$ cat config.mk
export PLATFORM = sky130hd
export DESIGN_NAME = fuse_autoread_seq
export DESIGN_NICKNAME = d
export VERILOG_FILES = /design/src/rtl/fuse_seq_pkg.sv /design/src/rtl/fuse_win_decode.sv /design/src/rtl/fuse_seq_core.sv /design/src/rtl/fuse_regfile.sv /design/src/rtl/fuse_autoread_seq.sv
export SDC_FILE = /design/constraint.sdc
export NUM_CORES = 1
export LEC_CHECK = 0
export BUFFER_PORTS_ARGS = -buffer_cell sky130_fd_sc_hd__buf_2
export CAP_MARGIN = 10
export CORE_AREA = 2 2 296 298
export DETAILED_ROUTE_END_ITERATION = 10
export DIE_AREA = 0 0 298 300
export GPL_TIMING_DRIVEN = 0
export SYNTH_ARGS = -nofsm -noshare
export SYNTH_HDL_FRONTEND = slang
export SYNTH_SLANG_ARGS = --single-unit
$ cat constraint.sdc
create_clock -name clk -period 15 [get_ports clk]
set_input_delay 0 -clock clk [delete_from_list [all_inputs] [get_ports clk]]
set_output_delay 0 -clock clk [all_outputs]
set_load 0.02 [all_outputs]
$ cat src/rtl/fuse_seq_pkg.sv
// Package: shared constants and the timing-window type for the fuse
// word-read sequencer. Assumes a 32-bit register bus with byte offsets.
package fuse_seq_pkg;
    localparam int CNT_W   = 16;       // width of one window bound
    localparam int N_PIN   = 5;        // pins driven by a window
    localparam int BUS_AW  = 8;        // register offset width
    localparam int BUS_DW  = 32;       // register data width
    localparam int WORD_AW = 10;       // fuse word address width

    // pin order inside each window set (decoded by the register map)
    localparam int PIN_SEL  = 0;
    localparam int PIN_PGM  = 1;
    localparam int PIN_LOAD = 2;
    localparam int PIN_ADDR = 3;
    localparam int PIN_STB  = 4;

    // register offsets
    localparam int OFS_MODE     = 'h00;
    localparam int OFS_MANUAL   = 'h04;
    localparam int OFS_STATUS   = 'h18;
    localparam int OFS_WORD     = 'h20;
    localparam int OFS_CMD      = 'h24;
    localparam int OFS_WIN_BASE = 'h28;

    // command register fields
    localparam int CMD_GO       = 0;
    localparam int CMD_RD       = 1;
    localparam int CMD_ADDR_LSB = 16;

    // one window: start in the upper half, end in the lower half
    typedef struct packed {
        logic [CNT_W-1:0] first;
        logic [CNT_W-1:0] last;
    } win_t;
endpackage

$ cat src/rtl/fuse_win_decode.sv
// Window decoder: compares one count against a set of per-pin windows
// and reports the largest end value of the set.
// Assumes start <= count < end means "asserted"; an empty window never fires.
module fuse_win_decode
    import fuse_seq_pkg::*;
#(
    parameter int NP = N_PIN
) (
    input  logic [CNT_W-1:0]  cnt,
    input  win_t [NP-1:0]     wins,
    output logic [NP-1:0]     active,
    output logic [CNT_W-1:0]  last_max
);
    // one comparator pair per pin
    for (genvar g = 0; g < NP; g++) begin : g_pin
        assign active[g] = (cnt >= wins[g].first) && (cnt < wins[g].last);
    end

    // running maximum of the end values
    always_comb begin
        last_max = '0;
        for (int i = 0; i < NP; i++) begin
            if (wins[i].last > last_max) last_max = wins[i].last;
        end
    end
endmodule

$ cat src/rtl/fuse_seq_core.sv
// Sequencer core: one counter that walks a selected window set, registered
// pin outputs, capture at the strobe falling edge, and a done pulse.
// Assumes windows stay unchanged while a sequence runs.
module fuse_seq_core
    import fuse_seq_pkg::*;
#(
    parameter int NP = N_PIN,
    parameter int AW = WORD_AW,
    parameter int DW = BUS_DW
) (
    input  logic             clk,
    input  logic             rst_n,
    input  logic             start,
    input  logic             start_rd,
    input  logic [AW-1:0]    start_addr,
    input  win_t [NP-1:0]    rd_wins,
    input  win_t [NP-1:0]    pg_wins,
    input  logic [DW-1:0]    fz_data,
    output logic             busy,
    output logic             ph_rd,
    output logic [AW-1:0]    addr_q,
    output logic [NP-1:0]    pins_q,
    output logic             done,
    output logic             cap_valid,
    output logic [DW-1:0]    cap_data
);
    logic [CNT_W-1:0] cnt_q, max_q, last_max;
    logic             busy_q, ph_q, sel_rd;
    logic [NP-1:0]    active;
    win_t [NP-1:0]    wins_sel;

    // running sequence uses its latched phase; idle looks at the new command
    assign sel_rd   = busy_q ? ph_q : start_rd;
    assign wins_sel = sel_rd ? rd_wins : pg_wins;

    fuse_win_decode #(.NP(NP)) u_dec (
        .cnt      (cnt_q),
        .wins     (wins_sel),
        .active   (active),
        .last_max (last_max)
    );

    assign done      = busy_q && (cnt_q == max_q);
    assign cap_valid = busy_q && ph_q && pins_q[PIN_STB] && !active[PIN_STB];
    assign cap_data  = fz_data;
    assign busy      = busy_q;
    assign ph_rd     = ph_q;

    // sequence control: start when idle, count, stop at the largest end
    always_ff @(posedge clk) begin
        if (!rst_n) begin
            busy_q <= 1'b0;
            ph_q   <= 1'b0;
            cnt_q  <= '0;
            max_q  <= '0;
            addr_q <= '0;
        end else if (!busy_q) begin
            if (start) begin
                busy_q <= 1'b1;
                ph_q   <= start_rd;
                cnt_q  <= '0;
                max_q  <= last_max;
                addr_q <= start_addr;
            end
        end else if (done) begin
            busy_q <= 1'b0;
        end else begin
            cnt_q <= cnt_q + 1'b1;
        end
    end

    // registered pins so the macro sees glitch-free levels
    always_ff @(posedge clk) begin
        if (!rst_n) pins_q <= '0;
        else        pins_q <= busy_q ? active : '0;
    end

    p_idle_quiet_r3: assert property (@(posedge clk) disable iff (!rst_n)
        !busy_q |=> (pins_q == '0));
    p_busy_ignore_r7: assert property (@(posedge clk) disable iff (!rst_n)
        (busy_q && start) |=> (addr_q == $past(addr_q) && ph_q == $past(ph_q)));
    p_cnt_bound_r4: assert property (@(posedge clk) disable iff (!rst_n)
        busy_q |-> (cnt_q <= max_q));
    p_stop_at_end_r4: assert property (@(posedge clk) disable iff (!rst_n)
        (busy_q && cnt_q == max_q) |=> !busy_q);
    p_no_cap_program_r9: assert property (@(posedge clk) disable iff (!rst_n)
        (busy_q && !ph_q) |-> !cap_valid);
endmodule

$ cat src/rtl/fuse_regfile.sv
// Register file: mode, manual pin control, ten timing windows, sticky
// completion flag, captured word and the command register.
// Assumes single-cycle writes and a combinational read port.
module fuse_regfile
    import fuse_seq_pkg::*;
#(
    parameter int NP  = N_PIN,
    parameter int AW  = WORD_AW,
    parameter int DW  = BUS_DW,
    parameter int BAW = BUS_AW
) (
    input  logic             clk,
    input  logic             rst_n,
    input  logic             bus_wr,
    input  logic [BAW-1:0]   bus_addr,
    input  logic [DW-1:0]    bus_wdata,
    output logic [DW-1:0]    bus_rdata,
    output logic             mode_q,
    output logic             man_sel_n,
    output logic             man_pgm_n,
    output logic             man_load,
    output logic             man_stb,
    output logic [AW-1:0]    man_addr,
    output win_t [NP-1:0]    rd_wins,
    output win_t [NP-1:0]    pg_wins,
    output logic             cmd_req,
    output logic             cmd_rd,
    output logic [AW-1:0]    cmd_addr,
    input  logic             seq_busy,
    input  logic             seq_rd,
    input  logic [AW-1:0]    seq_addr,
    input  logic             done,
    input  logic             cap_valid,
    input  logic [DW-1:0]    cap_data
);
    localparam int NWIN = 2 * NP;

    win_t [NWIN-1:0] win_q;
    logic            finish_q;
    logic [DW-1:0]   word_q;
    logic            clr_req;

    assign pg_wins  = win_q[NP-1:0];
    assign rd_wins  = win_q[NWIN-1:NP];
    assign cmd_req  = bus_wr && (bus_addr == BAW'(OFS_CMD)) && bus_wdata[CMD_GO];
    assign cmd_rd   = bus_wdata[CMD_RD];
    assign cmd_addr = bus_wdata[CMD_ADDR_LSB +: AW];
    assign clr_req  = bus_wr && (bus_addr == BAW'(OFS_STATUS)) && bus_wdata[0];

    // flag and captured word: completion wins over a same-edge clear
    always_ff @(posedge clk) begin
        if (!rst_n) begin
            finish_q <= 1'b0;
            word_q   <= '0;
        end else begin
            if (done)         finish_q <= 1'b1;
            else if (clr_req) finish_q <= 1'b0;
            if (cap_valid)    word_q   <= cap_data;
        end
    end

    // software-written control registers
    always_ff @(posedge clk) begin
        if (!rst_n) begin
            mode_q    <= 1'b1;
            man_sel_n <= 1'b1;
            man_pgm_n <= 1'b1;
            man_load  <= 1'b0;
            man_stb   <= 1'b0;
            man_addr  <= '0;
            win_q     <= '0;
        end else if (bus_wr) begin
            if (bus_addr == BAW'(OFS_MODE)) mode_q <= bus_wdata[0];
            if (bus_addr == BAW'(OFS_MANUAL)) begin
                man_sel_n <= bus_wdata[0];
                man_pgm_n <= bus_wdata[1];
                man_load  <= bus_wdata[2];
                man_stb   <= bus_wdata[3];
                man_addr  <= bus_wdata[CMD_ADDR_LSB +: AW];
            end
            for (int k = 0; k < NWIN; k++) begin
                if (bus_addr == BAW'(OFS_WIN_BASE + 4 * k)) win_q[k] <= bus_wdata;
            end
        end
    end

    // read multiplexer
    always_comb begin
        bus_rdata = '0;
        if (bus_addr == BAW'(OFS_MODE))   bus_rdata[0] = mode_q;
        if (bus_addr == BAW'(OFS_STATUS)) bus_rdata[0] = finish_q;
        if (bus_addr == BAW'(OFS_WORD))   bus_rdata    = word_q;
        if (bus_addr == BAW'(OFS_MANUAL)) begin
            bus_rdata[0] = man_sel_n;
            bus_rdata[1] = man_pgm_n;
            bus_rdata[2] = man_load;
            bus_rdata[3] = man_stb;
            bus_rdata[CMD_ADDR_LSB +: AW] = man_addr;
        end
        if (bus_addr == BAW'(OFS_CMD)) begin
            bus_rdata[CMD_GO] = seq_busy;
            bus_rdata[CMD_RD] = seq_rd;
            bus_rdata[CMD_ADDR_LSB +: AW] = seq_addr;
        end
        for (int k = 0; k < NWIN; k++) begin
            if (bus_addr == BAW'(OFS_WIN_BASE + 4 * k)) bus_rdata = win_q[k];
        end
    end

    p_done_sets_r6: assert property (@(posedge clk) disable iff (!rst_n)
        done |=> finish_q);
    p_w1c_clear_r6: assert property (@(posedge clk) disable iff (!rst_n)
        (clr_req && !done) |=> !finish_q);
    p_flag_sticky_r6: assert property (@(posedge clk) disable iff (!rst_n)
        (finish_q && !clr_req) |=> finish_q);
endmodule

$ cat src/rtl/fuse_autoread_seq.sv
// Top: fuse word-read sequencer. Connects the register file and the
// sequencer core and selects between manual and sequenced pin levels.
// Assumes the macro presents its word combinationally while strobed.
module fuse_autoread_seq
    import fuse_seq_pkg::*;
(
    input  logic                clk,
    input  logic                rst_n,
    input  logic                bus_wr,
    input  logic [BUS_AW-1:0]   bus_addr,
    input  logic [BUS_DW-1:0]   bus_wdata,
    output logic [BUS_DW-1:0]   bus_rdata,
    output logic                fz_sel_n,
    output logic                fz_pgm_n,
    output logic                fz_load,
    output logic                fz_strobe,
    output logic [WORD_AW-1:0]  fz_addr,
    input  logic [BUS_DW-1:0]   fz_rdata
);
    logic               mode_q, man_sel_n, man_pgm_n, man_load, man_stb;
    logic [WORD_AW-1:0] man_addr, cmd_addr, seq_addr;
    win_t [N_PIN-1:0]   rd_wins, pg_wins;
    logic               cmd_req, cmd_rd, seq_busy, seq_rd, done, cap_valid, go;
    logic [N_PIN-1:0]   pins_q;
    logic [BUS_DW-1:0]  cap_data;

    fuse_regfile u_regs (
        .clk, .rst_n, .bus_wr, .bus_addr, .bus_wdata, .bus_rdata,
        .mode_q, .man_sel_n, .man_pgm_n, .man_load, .man_stb, .man_addr,
        .rd_wins, .pg_wins, .cmd_req, .cmd_rd, .cmd_addr,
        .seq_busy, .seq_rd, .seq_addr, .done, .cap_valid, .cap_data
    );

    // commands only start the sequencer in automatic mode
    assign go = cmd_req && !mode_q;

    fuse_seq_core u_core (
        .clk, .rst_n,
        .start      (go),
        .start_rd   (cmd_rd),
        .start_addr (cmd_addr),
        .rd_wins, .pg_wins,
        .fz_data    (fz_rdata),
        .busy       (seq_busy),
        .ph_rd      (seq_rd),
        .addr_q     (seq_addr),
        .pins_q, .done, .cap_valid, .cap_data
    );

    // pin source select: manual register or sequencer
    always_comb begin
        if (mode_q) begin
            fz_sel_n  = man_sel_n;
            fz_pgm_n  = man_pgm_n;
            fz_load   = man_load;
            fz_strobe = man_stb;
            fz_addr   = man_addr;
        end else begin
            fz_sel_n  = !pins_q[PIN_SEL];
            fz_pgm_n  = !pins_q[PIN_PGM];
            fz_load   = pins_q[PIN_LOAD];
            fz_strobe = pins_q[PIN_STB];
            fz_addr   = pins_q[PIN_ADDR] ? seq_addr : '0;
        end
    end

    p_manual_nostart_r8: assert property (@(posedge clk) disable iff (!rst_n)
        (mode_q && cmd_req && !seq_busy) |=> !seq_busy);
    p_addr_gated_r10: assert property (@(posedge clk) disable iff (!rst_n)
        (!mode_q && !seq_busy) |=> (fz_addr == '0 || mode_q));
endmodule

==> out/qor.yml <==
hold_class: "in2reg"
antenna_found_initial: 7
slew_headroom_pct: 7.41
fin_crit_ns: 13.14
synth_top_family_by_area: "compound AO/OA/AOI/OAI gates"
max_stage_delay_ns: 0.58
viasPerCell: 5.54
seqPwrFrac_pct: 43.6
cts.sinks: 417
nFillCells: 9165
p_int_mw: 1.91
crit_type: "reg2reg"
final_nets: 3682
synth_mux_area_share_pct: 10.7
outcome: "finished, final reports clean"
globalplace.congestion: 1.03
grt.total_usage_pct: 25.3
avgSynthCellArea_um2: 8.14
initial_core_util_pct: 29.8
hold_viol: 0
drtIter0Drc: 2854
clkPwrFrac_pct: 50.7
synth_commonest_cells: "nand2_1, dfxtp_1, a21boi_0"
multiInputGateArea_um2: 16200
fmax_ghz: 0.0761
cts_buffer_depth: 3
synth_edf_count: 0
ir_drop_v: 0.0000840
crit_required_ns: 15.54
rows: 108
min_to: "u_regs.word_q[26]$_SDFFE_PN0P_"
yosysMostFrequentCell: "nand2_1"
cts.repair.resized: 0
drtPass1Iterations: 8
yosys_most_used_dff: "dfxtp_1"
yosys_warnings: 0
drv_cap: 0
gr-total-overflow: 0
ioPinCount: 121
dpl.hpwl_mm: 89.9
grt_pass1_wl_mm: 166
synthToLayoutAreaGrowth_pct: 17.3
port_buffers: 102
finalWorstSetupSlack_ns: 1.86
p_sw_uw: 641
cts_tree: "built"
setup_violations: 0
core_um2: 86200
p_per_area_nw_per_um2: 84.4
power.total_mw: 2.55
syn_nets: 3453
grt_max_degree: 16
die-area_um2: 89400
slowest_stage: "clkbuf_1"
hold_path_depth: 4
drive_above_1_share_pct: 8.37
r2r_slack_ns: 1.86
post_synth_num_cell_types: 66
vias: 25400
die_w_um: 298
grt_pass1_vias: 24200
path_common_cell: "a21o_1"
rsz0062_at_grt: "no"
slew_violations: 0
path_max_fanout: 10
root_buffer: "clkbuf_16"
cp-end-kind: "flip-flop"
r2r.worst_path.cells: 46
synth_top_area_cell: "dfxtp_1"
clk_latency_ns: 0.64
ys_seq_elements: 417
hold_start: "fz_rdata[26]"
synthCells: 3161
antenna_left: 0
cts_hold_buf: 74
post-route-period-util_pct: 87.6
r2r_end: "u_core.max_q[8]$_SDFFE_PN0P_"
p_leak_nw: 11.6
die_y_um: 300
htree_num_levels: 2
sw_frac_of_total_pct: 25.2
path_clk_slew_ns: 0.06
wl_per_cell_um: 25.6
synth_compound_area_share_pct: 22.2
tns_ns: 0
synth_area_um2: 25700
routed_wl_mm: 117
cts_setup_buffers: 0
synth-xor-area-share_pct: 1.06
ys_seq_area_share_pct: 32.5
synth_top_area_share_pct: 32.5
detailedPlace.worstSlack_ns: 2.22
worstMarginPinSlew_ns: 1.39
synth_fa_ha_area_share_pct: 10.6
regArea_um2: 8350
combPwrFrac_pct: 5.8
start_kind: "flip-flop"
cts_buffers: 48
ys_top_cells_by_area: "dfxtp_1, nand2_1, ha_1, a21boi_0, mux2i_1"
synth-async-reset-ratio_pct: 0
route.detailed.drc: 0
arrival_ns: 13.69
r2r_start: "u_core.busy$_SDFF_PN0_"
fin_skew_ns: 0.0451
synthSimpleGateAreaFrac_pct: 18.3
[worst max-delay path, delay by kind of cell (launching register included)]
family / cells / cell delay (ns)
compound gates: 22 / 5.24
fa+ha+maj: 4 / 1.11
buf+inv: 9 / 2.90
flops: 1 / 0.31
mux: 5 / 2.06
simple gates: 6 / 1.41
[sequential cells by signal (all words and copies together) (netlist names)]
register	cells
u_regs.pg_wins	160
u_regs.rd_wins	160
u_regs.word_q	32
u_core.cnt_q	16
u_core.max_q	16
u_core.addr_q	10
u_regs.man_addr	10
u_core.pins_q	5
u_core.busy	1
u_core.ph_rd	1
u_regs.finish_q	1
u_regs.man_load	1
u_regs.man_pgm_n	1
u_regs.man_sel_n	1
u_regs.man_stb	1
u_regs.mode_q	1
[cells in the final DEF, fill, tap and decap left out, types with 7 or more instances in the layout]
master and count:
a211oi_1 24, a21boi_0 346, a21o_1 43, a21oi_1 89
a221o_1 7, a221oi_1 7, a222oi_1 31, a22oi_1 72
a31oi_1 25, and2_1 8, and3_1 17, buf_1 14
buf_2 116, clkbuf_1 213, clkbuf_16 48, clkbuf_8 12
clkinv_2 8, dfxtp_1 417, dlygate4sd3_1 74, ha_1 217
inv_1 79, mux2_2 65, mux2_4 10, mux2i_1 185
nand2_1 814, nand2b_1 14, nand3_1 36, nand4_1 34
nor2_1 112, nor2b_1 42, nor3_1 11, o211ai_1 21
o21a_1 21, o21ai_0 76, or3_1 13, xor2_1 27
[area by class of cell]
| cell class | instances | area share, % |
|---|---|---|
| Inverter | 79 | 0.983 |
| Buffer | 232 | 2.99 |
| Multi-Input combinational cell | 2433 | 53.6 |
| Tap cell | 1155 | 4.79 |
| Sequential cell | 417 | 27.7 |
| Antenna cell | 1 | 0.00829 |
| Timing Repair Buffer | 179 | 4.35 |
| Clock inverter | 19 | 0.937 |
| Clock buffer | 71 | 4.66 |
[metrics by stage]
step | hold slack, ns | area, µm² | std cells | utilization [%]
finish | 0.162 | 30200 | 4586 | 35.0
global route | 0.181 | 30200 | 4586 | 35.0
detailed placement | 0.270 | 27700 | 4421 | 32.2
floorplan | 0.145 | 25700 | 3161 | -
CTS | 0.116 | 30200 | 4585 | 35.0
global placement | 0.258 | 27700 | 4418 | 32.1
[power by group through the flow]
| stage | Clock (mW) | Combinational [mW] | Sequential [mW] |
|---|---|---|---|
| after floorplan | 0 | 0.0687 | 1.13 |
| final | 1.29 | 0.147 | 1.11 |
| after CTS | 1.29 | 0.144 | 1.11 |
| after global routing | 1.33 | 0.151 | 1.11 |
| after detailed placement | 0 | 0.128 | 1.13 |
| after global placement | 0 | 0.127 | 1.13 |
[layer usage]
layer  vias to the layer above  global-route usage [%]  routed length (µm)
met1                     12200                    31.3               46400
met2                      1316                    41.3               52700
met4                         6                    13.7                7380
met5                         -                       0                  34
met3                       332                    5.07               10700
li1                      11600                       -                   -
[how the worst max path moves through the flow]
stage / endpoint / cells past startpoint / start / slack (ns)
final: u_core.max_q[8]$_SDFFE_PN0P_ / 46 / u_core.busy$_SDFF_PN0_ / 1.86
after global routing: u_core.max_q[3]$_SDFFE_PN0P_ / 46 / u_core.busy$_SDFF_PN0_ / 1.45
after CTS: u_core.max_q[8]$_SDFFE_PN0P_ / 46 / u_core.busy$_SDFF_PN0_ / 2.20
after detailed placement: u_core.max_q[8]$_SDFFE_PN0P_ / 46 / u_core.busy$_SDFF_PN0_ / 2.22
after global placement: u_core.max_q[3]$_SDFFE_PN0P_ / 46 / u_core.busy$_SDFF_PN0_ / 2.26
after floorplan: u_core.max_q[2]$_SDFFE_PN0P_ / 46 / u_core.busy$_SDFF_PN0_ / 4.89
[cells by family (layout without fill, tap and decap cells)]
| logic type | after synthesis | after routing |
|---|---|---|
| AO/OA/AOI/OAI | 798 | 798 |
| XOR/XNOR | 31 | 31 |
| adder cells (fa/ha/maj) | 218 | 218 |
| buffers and inverters | 311 | 580 |
| flip-flops | 417 | 417 |
| multiplexers | 261 | 261 |
| other | 0 | 1 |
| AND/OR/NAND/NOR | 1125 | 1125 |
Note: power is estimated with default switching activity, not from simulation.
